### src/rtl/keyed_wdog_pkg.sv
package keyed_wdog_pkg;
  localparam int ADDR_W = 6;

  // register offsets
  localparam logic [ADDR_W-1:0] OFF_FEED    = 6'h00;
  localparam logic [ADDR_W-1:0] OFF_TIMEOUT = 6'h04;
  localparam logic [ADDR_W-1:0] OFF_HALT1   = 6'h08;
  localparam logic [ADDR_W-1:0] OFF_HALT2   = 6'h0C;
  localparam logic [ADDR_W-1:0] OFF_STATUS  = 6'h10;
  localparam logic [ADDR_W-1:0] OFF_COUNT   = 6'h14;
  localparam logic [ADDR_W-1:0] OFF_DEBUG   = 6'h18;
  localparam logic [ADDR_W-1:0] OFF_RESUME  = 6'h1C;
  localparam logic [ADDR_W-1:0] OFF_EVENT   = 6'h20;
  localparam logic [ADDR_W-1:0] OFF_MASK    = 6'h24;
  localparam logic [ADDR_W-1:0] OFF_FORCE   = 6'h28;

  // write keys and readback codes
  localparam logic [15:0] KEY_FEED     = 16'hFEED;
  localparam logic [15:0] KEY_HALT1    = 16'h2BAD;
  localparam logic [15:0] KEY_HALT2    = 16'hCAFE;
  localparam logic [15:0] KEY_RESUME   = 16'hACED;
  localparam logic [15:0] KEY_CLEAR    = 16'hE8B4;
  localparam logic [15:0] CODE_HALTED  = 16'hDABE;
  localparam logic [15:0] CODE_TRIPPED = 16'hCFE8;

  typedef struct packed {
    logic        feed;
    logic        resume;
    logic        halt;
    logic        loadTimeout;
    logic        ackEvt;
    logic        forceEvt;
    logic        clearStatus;
    logic        loadMask;
    logic        loadDbg;
    logic [15:0] data;
  } wdogStrobe_t;
endpackage

### src/rtl/keyed_wdog_ctrl.sv
module keyed_wdog_ctrl
  import keyed_wdog_pkg::*;
#(
  parameter int CNT_W = 15
) (
  input  logic              clk,
  input  logic              rstN,
  input  logic              wrEn,
  input  logic [ADDR_W-1:0] addr,
  input  logic [15:0]       wrData,
  input  logic [CNT_W-1:0]  countQ,
  input  logic [CNT_W-1:0]  timeoutQ,
  input  logic              enabledQ,
  input  logic              timedOutQ,
  input  logic              evtQ,
  input  logic              maskQ,
  input  logic              dbgEnQ,
  input  logic              dbgMode,
  input  logic              countBusy,
  output wdogStrobe_t       stb,
  output logic [15:0]       rdData
);
  logic armedQ;

  function automatic logic hit(input logic [ADDR_W-1:0] off, input logic [15:0] key);
    return wrEn && addr == off && wrData == key;
  endfunction

  always_comb begin
    stb             = '0;
    stb.data        = wrData;
    stb.feed        = hit(OFF_FEED, KEY_FEED);
    stb.resume      = hit(OFF_RESUME, KEY_RESUME);
    stb.halt        = armedQ && hit(OFF_HALT2, KEY_HALT2);
    stb.clearStatus = hit(OFF_STATUS, KEY_CLEAR);
    stb.loadTimeout = wrEn && addr == OFF_TIMEOUT;
    stb.ackEvt      = wrEn && addr == OFF_EVENT && wrData[0];
    stb.forceEvt    = wrEn && addr == OFF_FORCE && wrData[0];
    stb.loadMask    = wrEn && addr == OFF_MASK;
    stb.loadDbg     = wrEn && addr == OFF_DEBUG;
  end

  // first half of the disable sequence
  always_ff @(posedge clk or negedge rstN) begin
    if (!rstN) armedQ <= 1'b0;
    else if (wrEn && addr == OFF_HALT1) armedQ <= (wrData == KEY_HALT1);
    else if (wrEn && addr == OFF_HALT2) armedQ <= 1'b0;
  end

  always_comb begin
    case (addr)
      OFF_TIMEOUT: rdData = 16'(timeoutQ);
      OFF_HALT2:   rdData = enabledQ ? 16'h0000 : CODE_HALTED;
      OFF_STATUS:  rdData = timedOutQ ? CODE_TRIPPED : 16'h0000;
      OFF_COUNT:   rdData = {countBusy, 15'(countQ)};
      OFF_DEBUG:   rdData = {14'b0, dbgMode, dbgEnQ};
      OFF_EVENT:   rdData = {15'b0, evtQ};
      OFF_MASK:    rdData = {15'b0, maskQ};
      default:     rdData = 16'h0000;
    endcase
  end
endmodule

### src/rtl/keyed_wdog_dp.sv
module keyed_wdog_dp
  import keyed_wdog_pkg::*;
#(
  parameter int CNT_W       = 15,
  parameter int DEF_TIMEOUT = 6000
) (
  input  logic             clk,
  input  logic             rstN,
  input  wdogStrobe_t      stb,
  input  logic             tickEn,
  input  logic             dbgMode,
  output logic [CNT_W-1:0] countQ,
  output logic [CNT_W-1:0] timeoutQ,
  output logic             enabledQ,
  output logic             timedOutQ,
  output logic             evtQ,
  output logic             maskQ,
  output logic             dbgEnQ,
  output logic             countBusy,
  output logic             resetReq,
  output logic             irqOut
);
  localparam logic [CNT_W-1:0] TIMEOUT_RST = CNT_W'(DEF_TIMEOUT);
  localparam logic [CNT_W-1:0] ONE         = CNT_W'(1);

  logic running, step, expire, warn;

  assign running   = enabledQ && (!dbgMode || dbgEnQ);
  assign step      = tickEn && running;
  assign expire    = step && countQ == '0;
  assign warn      = step && countQ == ONE;
  assign countBusy = step;
  assign irqOut    = evtQ && maskQ;

  always_ff @(posedge clk or negedge rstN) begin
    if (!rstN) begin
      countQ    <= '0;
      timeoutQ  <= TIMEOUT_RST;
      enabledQ  <= 1'b0;
      timedOutQ <= 1'b0;
      evtQ      <= 1'b0;
      maskQ     <= 1'b0;
      dbgEnQ    <= 1'b0;
      resetReq  <= 1'b0;
    end else begin
      if (stb.feed || expire) countQ <= timeoutQ;
      else if (step)          countQ <= countQ - ONE;

      if (stb.feed || stb.resume) enabledQ <= 1'b1;
      else if (stb.halt)          enabledQ <= 1'b0;

      if (stb.loadTimeout) timeoutQ <= stb.data[CNT_W-1:0];

      if (expire)               timedOutQ <= 1'b1;
      else if (stb.clearStatus) timedOutQ <= 1'b0;

      if (warn || stb.forceEvt) evtQ <= 1'b1;
      else if (stb.ackEvt)      evtQ <= 1'b0;

      if (stb.loadMask) maskQ  <= stb.data[0];
      if (stb.loadDbg)  dbgEnQ <= stb.data[0];

      resetReq <= expire;
    end
  end
endmodule

### src/rtl/keyed_wdog.sv
module keyed_wdog
  import keyed_wdog_pkg::*;
#(
  parameter int CNT_W       = 15,
  parameter int DEF_TIMEOUT = 6000
) (
  input  logic              clk,
  input  logic              rstN,
  input  logic              wrEn,
  input  logic [ADDR_W-1:0] addr,
  input  logic [15:0]       wrData,
  output logic [15:0]       rdData,
  input  logic              tickEn,
  input  logic              dbgMode,
  output logic              irqOut,
  output logic              resetReq
);
  wdogStrobe_t      stb;
  logic [CNT_W-1:0] countQ, timeoutQ;
  logic             enabledQ, timedOutQ, evtQ, maskQ, dbgEnQ, countBusy;

  keyed_wdog_ctrl #(.CNT_W(CNT_W)) u_ctrl (
    .clk(clk), .rstN(rstN), .wrEn(wrEn), .addr(addr), .wrData(wrData),
    .countQ(countQ), .timeoutQ(timeoutQ), .enabledQ(enabledQ),
    .timedOutQ(timedOutQ), .evtQ(evtQ), .maskQ(maskQ), .dbgEnQ(dbgEnQ),
    .dbgMode(dbgMode), .countBusy(countBusy), .stb(stb), .rdData(rdData)
  );

  keyed_wdog_dp #(.CNT_W(CNT_W), .DEF_TIMEOUT(DEF_TIMEOUT)) u_dp (
    .clk(clk), .rstN(rstN), .stb(stb), .tickEn(tickEn), .dbgMode(dbgMode),
    .countQ(countQ), .timeoutQ(timeoutQ), .enabledQ(enabledQ),
    .timedOutQ(timedOutQ), .evtQ(evtQ), .maskQ(maskQ), .dbgEnQ(dbgEnQ),
    .countBusy(countBusy), .resetReq(resetReq), .irqOut(irqOut)
  );
endmodule

### config.mk
export PLATFORM = sky130hd
export DESIGN_NAME = keyed_wdog
export DESIGN_NICKNAME = d
export VERILOG_FILES = /design/src/rtl/keyed_wdog_pkg.sv /design/src/rtl/keyed_wdog_ctrl.sv /design/src/rtl/keyed_wdog_dp.sv /design/src/rtl/keyed_wdog.sv
export SDC_FILE = /design/constraint.sdc
export NUM_CORES = 1
export LEC_CHECK = 0
export ABC_AREA = 1
export BUFFER_PORTS_ARGS = -buffer_cell sky130_fd_sc_hd__clkbuf_2
export CORE_MARGIN = 2
export CORE_UTILIZATION = 60
export DETAILED_ROUTE_END_ITERATION = 10
export PLACE_DENSITY_LB_ADDON = 0.2
export SLEW_MARGIN = 15
export SYNTH_ARGS = -nofsm -noshare
export SYNTH_HDL_FRONTEND = slang
export SYNTH_SLANG_ARGS = --single-unit
### constraint.sdc
create_clock -name clk -period 4.3 [get_ports clk]
set_input_delay 0.86 -clock clk [delete_from_list [all_inputs] [get_ports clk]]
set_output_delay 0.86 -clock clk [all_outputs]
set_load 0.1 [all_outputs]
# Yosys cells after proc, flatten, opt, wreduce, memory -nomap -nowiden
# Index checks and enable logic that the tools add are counted.
[totals]
reg_bits = 37
inputBits = 27
out_inout_bits = 18
wordCells = 73
[classes]
n_addsub = 1
eq_ne = 16
mux = 13
reduce_logical = 34
[op_table]
columns = ["op", "n"]
rows = [
  ["16-bit case mux with 7 select lines", 1],
  ["16-bit == test, second input constant", 4],
  ["16-bit 2-to-1 mux", 2],
  ["15-bit 2-to-1 mux", 2],
  ["6-bit by 5-bit == test with 1-bit output, second input constant", 4],
  ["1-bit logical AND", 22],
  ["6-bit == test, second input constant", 3],
  ["16-bit by 14-bit == test with 1-bit output, second input constant", 1],
  ["15-bit by 1-bit == test with 1-bit output, second input constant", 1],
  ["15-bit zero test", 1],
  ["15-bit by 1-bit subtractor with 15-bit output, second input constant", 1],
  ["6-bit by 4-bit == test with 1-bit output, second input constant", 2],
  ["2-bit nonzero test", 5],
  ["1-bit 2-to-1 mux", 8],
  ["6-bit by 3-bit == test with 1-bit output, second input constant", 1],
  ["6-bit zero test", 1],
  ["1-bit logical OR", 4],
  ["1-bit zero test", 1],
]

# Depth between registers and ports, before layout
# Gate-level depths: netlist of the first run.
[depth]
word_depth = 7
depth_mapped = 10
depth_no_buf = 9

# Cells and area by module
# A second synthesis of the first run with hierarchy kept.
[unflattened]
hier_cells = 424
hier_area_um2 = 3047.9
[modules_own_cells]
columns = ["mod", "instances", "cells_per_inst", "area_per_inst_um2", "seq_area_each_um2"]
rows = [
  ["keyed_wdog_dp", 1, 230, 2109.5, 909.6],
  ["keyed_wdog_ctrl", 1, 194, 938.4, 25.0],
]

# Least setup slack after synthesis of the first run
# Ideal clock, no wire load.
[synth_path]
path_kind = "in2out"
from = "input port addr[1]"
to = "output port rdData[13]"
arrival_time_ns = 3.634
t_required_ns = 3.440
path_slack_ns = -0.194
stages = 6
path_buffers = 1
cell_sequence = "nor2_2 nand3_1 nor2_2 inv_1 buf_2 o21ai_0"
[synth_between]
elab_chain_len = 2
elab_cells_between_ends = 8
classes_between = "7 x eq/ne; 1 x mux"
[synth_rtl]
columns = ["item", "line_no", "source"]
rows = [
  ["from (decl)", "keyed_wdog.sv:10", "input logic [ADDR_W-1:0] addr,"],
  ["6-bit == test, or another cell as far along", "keyed_wdog_ctrl.sv:51", "case (addr)"],
  ["16-bit case mux with 7 select lines *", "keyed_wdog_ctrl.sv:51", ""],
  ["to (decl)", "keyed_wdog.sv:12", "output logic [15:0] rdData,"],
]
# Mark *: on every way between the ends. The rest lies on a longest branch, timed or not.

# Worst setup path after layout of the first run
[layout_path]
from = "input port addr[1]"
to = "output port rdData[12]"
# Same word-level chain as after synthesis.

==> key figures, run 1 <==
Synthesis
  – Cells after synthesis: between 300 and 400
  – Synth top area cells: dfrtp_1 (29%), nand2_1 (14%), dfstp_2 (7.1%)
  – Yosys Warn Count: 0
  – Unique cell type count in the Yosys netlist: 32
  – Synthesized area: approximately 2600 um2
  – Post-synthesis net count: between 300 and 400
  – Avg Cell Area, Syn: approximately 7.1 um2
  – Post-synthesis sequential area ratio: 0.3586
  – Top-area cell type share of the netlist area: 0.2880
  – Largest area contributor in the netlist: dfrtp_1
  – FF+latch count, synth: 37

Global route
  – GRT overflow: 0
  – First-pass GRT wire length: approximately 12000 um
  – Vias in the first global route: about 2500
  – Initial antenna violation count: 0
  – Largest net degree at the start of global routing: 38
  – Gr usage total: 0.2990

Worst setup path
  – CP endpoint kind: output pin
  – Startpoint types: primary input
  – Critical path arrival: 2.62 ns
  – Required time worst endpoint: about 3.4 ns
  – Reg2Reg Depth: 9
  – CP max FO: 15
  – WS Path Type: primary input to output pin

Clock network
  – Hold-fix buffers, CTS: 0
  – Post-CTS resize count: 0
  – Post-CTS Setup Bufs: 0
  – Clock sink count: 37
  – Clk pin slew, worst setup/hold paths: around 0.080 ns
  – Worst skew pair latency: 0.30 ns
  – Root buffer cell: clkbuf_8
  – H-Tree Depth: 2
  – Clock Path Buffers: 2
  – CTS tree: built
  – Total CTS buffers: 5

Final layout
  – Fin util: 0.7241
  – Area grow syn2layout: 13.54%
  – Ant diodes: 0
  – Layout Nets: 437
  – Commonest non-fill, non-tap cell in the layout: nand2_1
  – Share of cells above drive strength 1: 0.2152
  – Most frequent cells in the layout: nand2_1 (100), inv_1 (44), clkbuf_2 (44)
  – Filler Cell Count: roughly 350

Floorplan
  – Die footprint: approximately 4900 um2
  – Ports: 45
  – Rows: 23
  – Initial Util: 0.6378
  – Chip Width: roughly 70 um
  – Core Region: 4086 um2
  – Die span in y: between 60 and 70 um

Timing
  – Slew Limit Fails: 0
  – Final worst setup slack: ~0.82 ns
  – Tmin final: roughly 3.5 ns
  – F_max: about 0.29 GHz
  – RSZ-0062 raised after global routing: no
  – Final setup fails: 0
  – Rel. slew slack: 0.3731
  – Least-Margin Pin Slew: 0.9403 ns
  – Final hold violations: 0
  – Clock skew: a little under 0.009 ns
  – Final period utilization: 0.8083
  – Worst hold slack: approximately 0.50 ns

Pwr
  – Pwr/cell area: 270.2 nW/um2
  – Worst vdd ir: ~0.19 mV
  – LEAKAGE: roughly 1.5 nW

Drt
  – # DRC: 0
  – Antenna-violating nets left: 0
  – Vias post-DR: 2615
  – Vias per cell: around 5.7
  – DR pass1 iterations: 5
  – Iteration-0 DRC count of the detailed router: ~180
  – Final WL: just under 7000 um
  – Drt wl/cell: between 10 and 15 um

Placed design
  – IO Port Bufs: 44
  – RD Place Congestion: approximately 0.95
  – Pre-CTS setup slack: around 0.89 ns
  – Hpwl dp: about 5200 um

Hold path
  – Hold path cells: 2
  – Hold Crit Class: flip-flop to flip-flop

Run status
  – Outcome: complete, no violations

Flow run
  – MaxCap Viol Count: 0
-- cell usage after synthesis --
cell type,count
inv_1,44
nand4_1,17
a22oi_1,1
o211ai_1,6
buf_6,1
nand3_1,36
dfstp_2,7
nor2_1,33
nor2_8,1
ha_1,2
nand3_4,2
a21oi_2,1
dfrtp_1,30
inv_2,3
o21ai_2,1
xor2_1,12
a32oi_1,1
a21oi_1,5
nand2_1,100
clkbuf_1,1
nor3_1,6
nor2_2,5
mux2_2,4
nand2_4,2
o21ai_0,22
nor4_1,4
buf_2,6
nor3_2,1
nand2_2,3
o21ai_1,2
nor2_4,5
a21oi_4,1
-- per-layer routing --
layer	track usage	share of wire	vias to the layer above
li1	-	-	1273
met1	0.4011	0.43	1222
met2	0.4889	0.48	111
met3	0.05483	0.076	9
met4	0.09829	0.014	0
met5	0	0	-
-- where the power goes --
part	internal (mW)	leakage [nW]	total [mW]	switching, mW
clock network	0.174	0.0543	0.315	0.141
logic	0.0270	0.939	0.0855	0.0585
registers	0.377	0.480	0.399	0.0222
-- through the flow --
stage / setup TNS [ns] / total power [mW] / cells / instance area (um2)
6_report: 0 / 0.7995 / 459 / 2959
5_1_grt: 0 / 0.8255 / 459 / 2959
2_1_floorplan: -0.5690 / 0.4481 / 365 / 2606
3_3_place_gp: 0 / 0.4874 / 451 / 2844
3_5_place_dp: 0 / 0.4900 / 451 / 2844
4_1_cts: 0 / 0.8001 / 459 / 2959
-- registers in the layout (all words and copies together), names as in the netlist --
register / flops
u_dp.evtQ: 1
u_dp.countQ: 15
u_dp.resetReq: 1
u_ctrl.armedQ: 1
u_dp.maskQ: 1
u_dp.timeoutQ: 15
u_dp.timedOutQ: 1
u_dp.dbgEnQ: 1
u_dp.enabledQ: 1
-- worst max-delay path, stage by stage --
cell	delay, ns
clkbuf_2	0.09
nor2_2	0.13
nand3_1	0.16
nor2_2	0.56
a21oi_1	0.19
o21ai_1	0.13
clkbuf_2	0.48
-- cell type report --
| cell class | instances | area [um2] | area share |
|---|---|---|---|
| Inverter | 47 | 176.4 | 0.05962 |
| Tap cell | 50 | 62.56 | 0.02114 |
| Timing Repair Buffer | 44 | 220.2 | 0.07442 |
| Clock inverter | 3 | 46.29 | 0.01564 |
| Clock buffer | 5 | 68.82 | 0.02326 |
| Multi-Input combinational cell | 273 | 1450 | 0.4901 |
| Sequential cell | 37 | 934.6 | 0.3159 |
-- final timing paths --
kind / slack [ns] / from / to
min in group asynchronous: 0.69 / rstN / u_dp.countQ[6]
hold reg to reg: 0.50 / u_dp.countQ[1] / u_dp.countQ[1]
max in group asynchronous: 3.03 / rstN / u_dp.timeoutQ[3]
setup / recovery: 0.82 / addr[1] / rdData[12]
setup reg to reg: 2.34 / u_dp.countQ[0] / u_dp.countQ[4]
hold / removal: 0.50 / u_dp.countQ[1] / u_dp.countQ[1]
-- kinds of logic after synthesis --
group / synth area share
AND/OR/NAND/NOR: 0.3970
adder cells (fa/ha/maj): 0.009600
multiplexers: 0.01728
flip-flops: 0.3586
AO/OA/AOI/OAI: 0.09218
XOR/XNOR: 0.04033
buffers and inverters: 0.08497
No activity file was read; power rests on OpenSTA's default activity.
==> run 2: changes to the inputs <==
CORE_UTILIZATION = 51   (was 60)
clock period = 3 ns   (was 4.3 ns; I/O delays follow)
==> key figures, run 2 (synthesized netlist as in run 1, its figures left out) <==
Final layout
  – Filler Cell Count: ~460
  – Biggest regs: u_dp.countQ x15, u_dp.timeoutQ x15
  – Most frequent cells in the layout: nand2_1 (100), inv_1 (43), nand3_1 (35)
  – Layout Nets: approximately 440
  – Area grow syn2layout: 25.88%
  – Share of cells above drive strength 1: 0.2238
  – Ant diodes: 0
  – Commonest non-fill, non-tap cell in the layout: nand2_1
  – Final instance area: between 3000 and 4000 um2

Run status
  – Outcome: complete, no violations

Timing
  – Rel. slew slack: 0.3687
  – Final hold violations: 0
  – RSZ-0062 raised after global routing: no
  – Final setup fails: 0
  – Final worst setup slack: 0.3443 ns
  – Slew Limit Fails: 0
  – Tmin final: about 2.7 ns
  – Fin Setup TNS: 0 ns
  – Final period utilization: 0.8852
  – Clock skew: roughly 0.0027 ns
  – Least-Margin Pin Slew: between 0.9 and 1 ns
  – F_max: 0.3765 GHz

Drt
  – Drt wl/cell: approximately 15 um
  – # DRC: 0
  – Metal-1 WL: roughly 3200 um
  – DR pass1 iterations: 5
  – Met2 WL: 3413 um
  – Antenna-violating nets left: 0
  – Iteration-0 DRC count of the detailed router: 252
  – Final WL: roughly 7200 um
  – Vias per cell: roughly 5.5
  – Total length of routed met3 wires: 508 um
  – DR top layer: met4
  – Vias post-DR: ~2600

Pwr
  – Pwr/cell area: around 380 nW/um2
  – Clock share of power: 0.427
  – Worst vdd ir: ~0.35 mV
  – Switching pwr: about 0.32 mW
  – Sequential share of power: 0.464
  – Sw frac: 0.2561
  – LEAKAGE: about 1.6 nW
  – Gate power share: 0.108
  – P_int: ~0.92 mW

Global route
  – Vias in the first global route: 2575
  – First-pass GRT wire length: between 10000 and 15000 um
  – Initial antenna violation count: 0
  – Largest net degree at the start of global routing: 38
  – GRT overflow: 0
  – Gr usage total: 0.2900

Worst setup path
  – Flop2flop setup slack: 1.04 ns
  – WP buf/inv: 3
  – WS Path Type: primary input to output pin
  – CP max FO: 7
  – CP endpoint kind: output pin
  – Cell family with most CP delay: simple AND/OR/NAND/NOR gates
  – Slowest cell delay on critical path: 0.36 ns
  – Worst path slowest cell: nor2_1
  – Critical path arrival: a little over 2 ns
  – Crit path cell chain: clkbuf_2, inv_1, nor3_2, nand2_1, nor2_1, a21oi_2, o211ai_1, buf_12
  – Startpoint types: primary input
  – Required time worst endpoint: roughly 2.4 ns

Clock network
  – Clock Path Buffers: 2
  – Post-CTS Setup Bufs: 0
  – CTS tree: built
  – Worst skew pair latency: about 0.29 ns
  – Clock sink count: 37
  – Total CTS buffers: 5
  – Root buffer cell: clkbuf_8
  – Post-CTS resize count: 0
  – H-Tree Depth: 2
  – Hold-fix buffers, CTS: 0
  – Clk pin slew, worst setup/hold paths: 0.08 ns

Floorplan
  – Die span in y: roughly 75 um
  – Chip Width: 75.49 um
  – Ports: 45
  – Core Region: ~5000 um2
  – Die footprint: between 5000 and 6000 um2
  – Rows: 26
  – Initial Util: 0.5202

Flow run
  – MaxCap Viol Count: 0

Placed design
  – Pre-CTS setup slack: around 0.36 ns
  – RD Place Congestion: roughly 0.92
  – Area post-placement: roughly 3100 um2
  – IO Port Bufs: between 40 and 50
  – Hpwl dp: 5526 um

Hold path
  – Hold Crit Class: primary input to async pin
-- run 2: cell types whose count changed in the layout (fill, tap and decap cells not counted), sizes merged --
cell	previous run	this run
bufinv	1	2
buf	0	18
clkinvlp	1	0
clkbuf	49	33
-- run 2: worst reg2reg max path: cells and delay by family, from the launching register on --
kind	cells	cell delay, ns
adder cells (fa/ha/maj)	1	0.31
flip-flops	1	0.38
buffers and inverters	1	0.14
AND/OR/NAND/NOR	7	1.03
-- run 2: layout make-up --
cell class / instances / area [um2] / share of cell area
inverter: 47 / 176.4 / 0.05378
clock buffer: 5 / 68.82 / 0.02098
tap: 70 / 87.58 / 0.02670
sequential: 37 / 934.6 / 0.2849
timing repair buffer: 46 / 475.5 / 0.1449
multi-input combinational: 273 / 1473 / 0.4489
clock inverter: 3 / 65.06 / 0.01983
-- run 2: worst paths after layout --
kind,startpoint,end,depth (start not counted)
worst min register to register,u_dp.countQ[1],u_dp.countQ[1],2
worst min-delay path,rstN,u_dp.countQ[2],1
worst max register to register,u_dp.countQ[1],u_dp.countQ[1],9
worst max-delay path,addr[3],rdData[3],8
max in group asynchronous,rstN,u_dp.resetReq,1
min in group clk,u_dp.countQ[1],u_dp.countQ[1],2
-- run 2: routing by layer --
layer,global-route usage,vias to the layer above
li1,-,1281
met3,0.06217,13
met2,0.4599,124
met5,0,-
met4,0.08577,0
met1,0.4000,1215
-- run 2: through the flow --
stage               hold slack [ns]  instances  power [mW]  utilization
floorplan                    0.3044        365      0.6444            -
global placement             0.4796        473      0.7096       0.6281
detailed placement           0.4792        473      0.7127       0.6281
CTS                          0.4741        481       1.233       0.6548
global route                 0.5232        481       1.284       0.6548
finish                       0.4344        481       1.231       0.6548
-- run 2: power groups by stage --
stage          sequential (mW)  clock [mW]  combinational [mW]
6_report                 0.572       0.526               0.134
5_1_grt                  0.575       0.558               0.152
4_1_cts                  0.569       0.529               0.134
3_5_place_dp             0.579           0               0.134
3_3_place_gp             0.578           0               0.132
2_1_floorplan            0.567           0              0.0777
==> run 3: changes to the inputs <==
SETUP_SLACK_MARGIN = 0.5   (was unset)
==> key figures, run 3 (synthesized netlist as in run 1, its figures left out) <==
Floorplan
  – Die span in y: roughly 75 um
  – Core Region: 5010 um2
  – Initial Util: 0.5202
  – Rows: 26
  – Chip Width: around 75 um
  – Die footprint: about 5700 um2
  – Ports: 45

Timing
  – Clock skew: about 0.0033 ns
  – Rel. slew slack: 0.3620
  – Slew Limit Fails: 0
  – Final period utilization: 0.8016
  – F_max: approximately 0.42 GHz
  – Final setup fails: 0
  – RSZ-0062 raised after global routing: yes
  – Final hold violations: 0
  – Least-Margin Pin Slew: 0.9570 ns
  – Tmin final: roughly 2.4 ns

Hold path
  – Hold Crit Class: primary input to async pin

Worst setup path
  – WS Path Type: primary input to output pin
  – CP max FO: 7
  – Startpoint types: primary input
  – Required time worst endpoint: about 2.4 ns
  – CP endpoint kind: output pin
  – Critical path arrival: 1.80 ns

Pwr
  – LEAKAGE: 1.571 nW
  – Sequential share of power: 0.529
  – Sw frac: 0.3009
  – Worst vdd ir: around 0.23 mV
  – Clock share of power: 0.339
  – P_int: around 0.75 mW
  – Pwr/cell area: ~320 nW/um2
  – Switching pwr: 0.3240 mW
  – Gate power share: 0.132

Global route
  – Initial antenna violation count: 0
  – Largest net degree at the start of global routing: 38
  – Gr usage total: 0.2715
  – First-pass GRT wire length: about 11000 um
  – GRT overflow: 0
  – Vias in the first global route: 2388

Drt
  – Vias post-DR: 2582
  – Vias per cell: between 5 and 6
  – # DRC: 0
  – Final WL: a little over 7000 um
  – Antenna-violating nets left: 0
  – Drt wl/cell: about 15 um
  – DR pass1 iterations: 5
  – Iteration-0 DRC count of the detailed router: approximately 250

Clock network
  – Worst skew pair latency: 0.29 ns
  – Clock sink count: 37
  – H-Tree Depth: 2
  – Clk pin slew, worst setup/hold paths: 0.08 ns
  – CTS tree: built
  – Root buffer cell: clkbuf_8
  – Clock Path Buffers: 2
  – Total CTS buffers: 5

Final layout
  – Commonest non-fill, non-tap cell in the layout: nand2_1
  – Biggest regs: u_dp.countQ x15, u_dp.timeoutQ x15
  – Most frequent cells in the layout: nand2_1 (98), inv_1 (40), nor2_1 (31), nand3_1 (31), dfrtp_1 (30)
  – Ant diodes: 0
  – Layout Nets: 441
  – Fin util: 0.6646
  – Area grow syn2layout: 27.75%
  – Share of cells above drive strength 1: 0.2542
  – Non-Filler Instances: a little under 500

Placed design
  – Hpwl dp: ~5400 um
  – RD Place Congestion: ~0.9
  – IO Port Bufs: between 40 and 50
  – Dpl cells: between 400 and 500

Run status
  – Outcome: complete, no violations

Flow run
  – MaxCap Viol Count: 0
## run 3: cell types whose count changed in the layout (fill, tap and decap cells not counted), moves of 3 or more
| cell | change |
|---|---|
| nand3_1 | -4 |
| nand3_2 | +4 |
| clkinvlp_4 | +3 |
| inv_1 | -3 |
## run 3: area by class of cell
| class | instances | area, um2 |
|---|---|---|
| clock inverter | 3 | 22.52 |
| timing repair buffer | 48 | 503.0 |
| multi-input combinational | 273 | 1531 |
| fill | 414 | 1680 |
| inverter | 47 | 181.4 |
| sequential | 37 | 934.6 |
| tap | 70 | 87.58 |
| clock buffer | 5 | 68.82 |
## run 3: per-layer routing
metal  global-route usage  vias to the layer above  part of all wire  routed length [um]
li1                     -                     1283                 -                   -
met1               0.3685                     1209              0.43                3108
met2               0.4483                       84              0.50                3588
met3              0.05423                        6             0.059                 423
met4              0.06433                        0            0.0088                  63
met5                    0                        -                 0                   0
## run 3: metrics by stage
stage	power [mW]	TNS [ns]	setup WS [ns]	cell area, um2	hold WS, ns
2_1_floorplan	0.6445	-2.020	-0.2415	2655	0.3044
6_report	1.077	0	0.5952	3329	0.4410
3_3_place_gp	0.7099	0	0.4366	3154	0.4797
5_1_grt	1.125	0	0.4816	3329	0.5221
3_5_place_dp	0.7133	0	0.3779	3154	0.4776
4_1_cts	1.077	0	0.5025	3253	0.4720
## run 3: repair_timing
item,CTS,global route
resized for setup,2,21
buffers inserted,0,2
hold buffers,0,0
cloned,0,0
endpoints found under the hold margin,0,0
setup endpoints to repair,11,13
pin swaps,0,7
## run 3: critical path, stage by stage
cell	delay, ns
buf_8	0.10
inv_4	0.05
nand2_4	0.05
nor3_4	0.22
nand2_2	0.09
nor2_4	0.20
a21oi_4	0.09
o211ai_1	0.15
clkbuf_16	0.25
## run 3: power groups by stage
stage          Sequential, mW  Combinational, mW  Clock, mW
6_report                0.570              0.142      0.365
2_1_floorplan           0.567             0.0778          0
5_1_grt                 0.573              0.159      0.393
3_3_place_gp            0.578              0.132          0
3_5_place_dp            0.578              0.135          0
4_1_cts                 0.569              0.135      0.373
## run 3: worst paths after layout
check	slack, ns	start	cells after the start	end
setup / recovery	0.60	addr[1]	9	rdData[3]
hold / removal	0.44	rstN	1	u_dp.countQ[2]
setup reg to reg	1.04	u_dp.countQ[0]	9	u_dp.countQ[4]
hold reg to reg	0.49	u_dp.countQ[1]	2	u_dp.countQ[1]
max in group asynchronous	1.97	rstN	1	u_dp.timeoutQ[11]
min in group clk	0.49	u_dp.countQ[1]	2	u_dp.countQ[1]
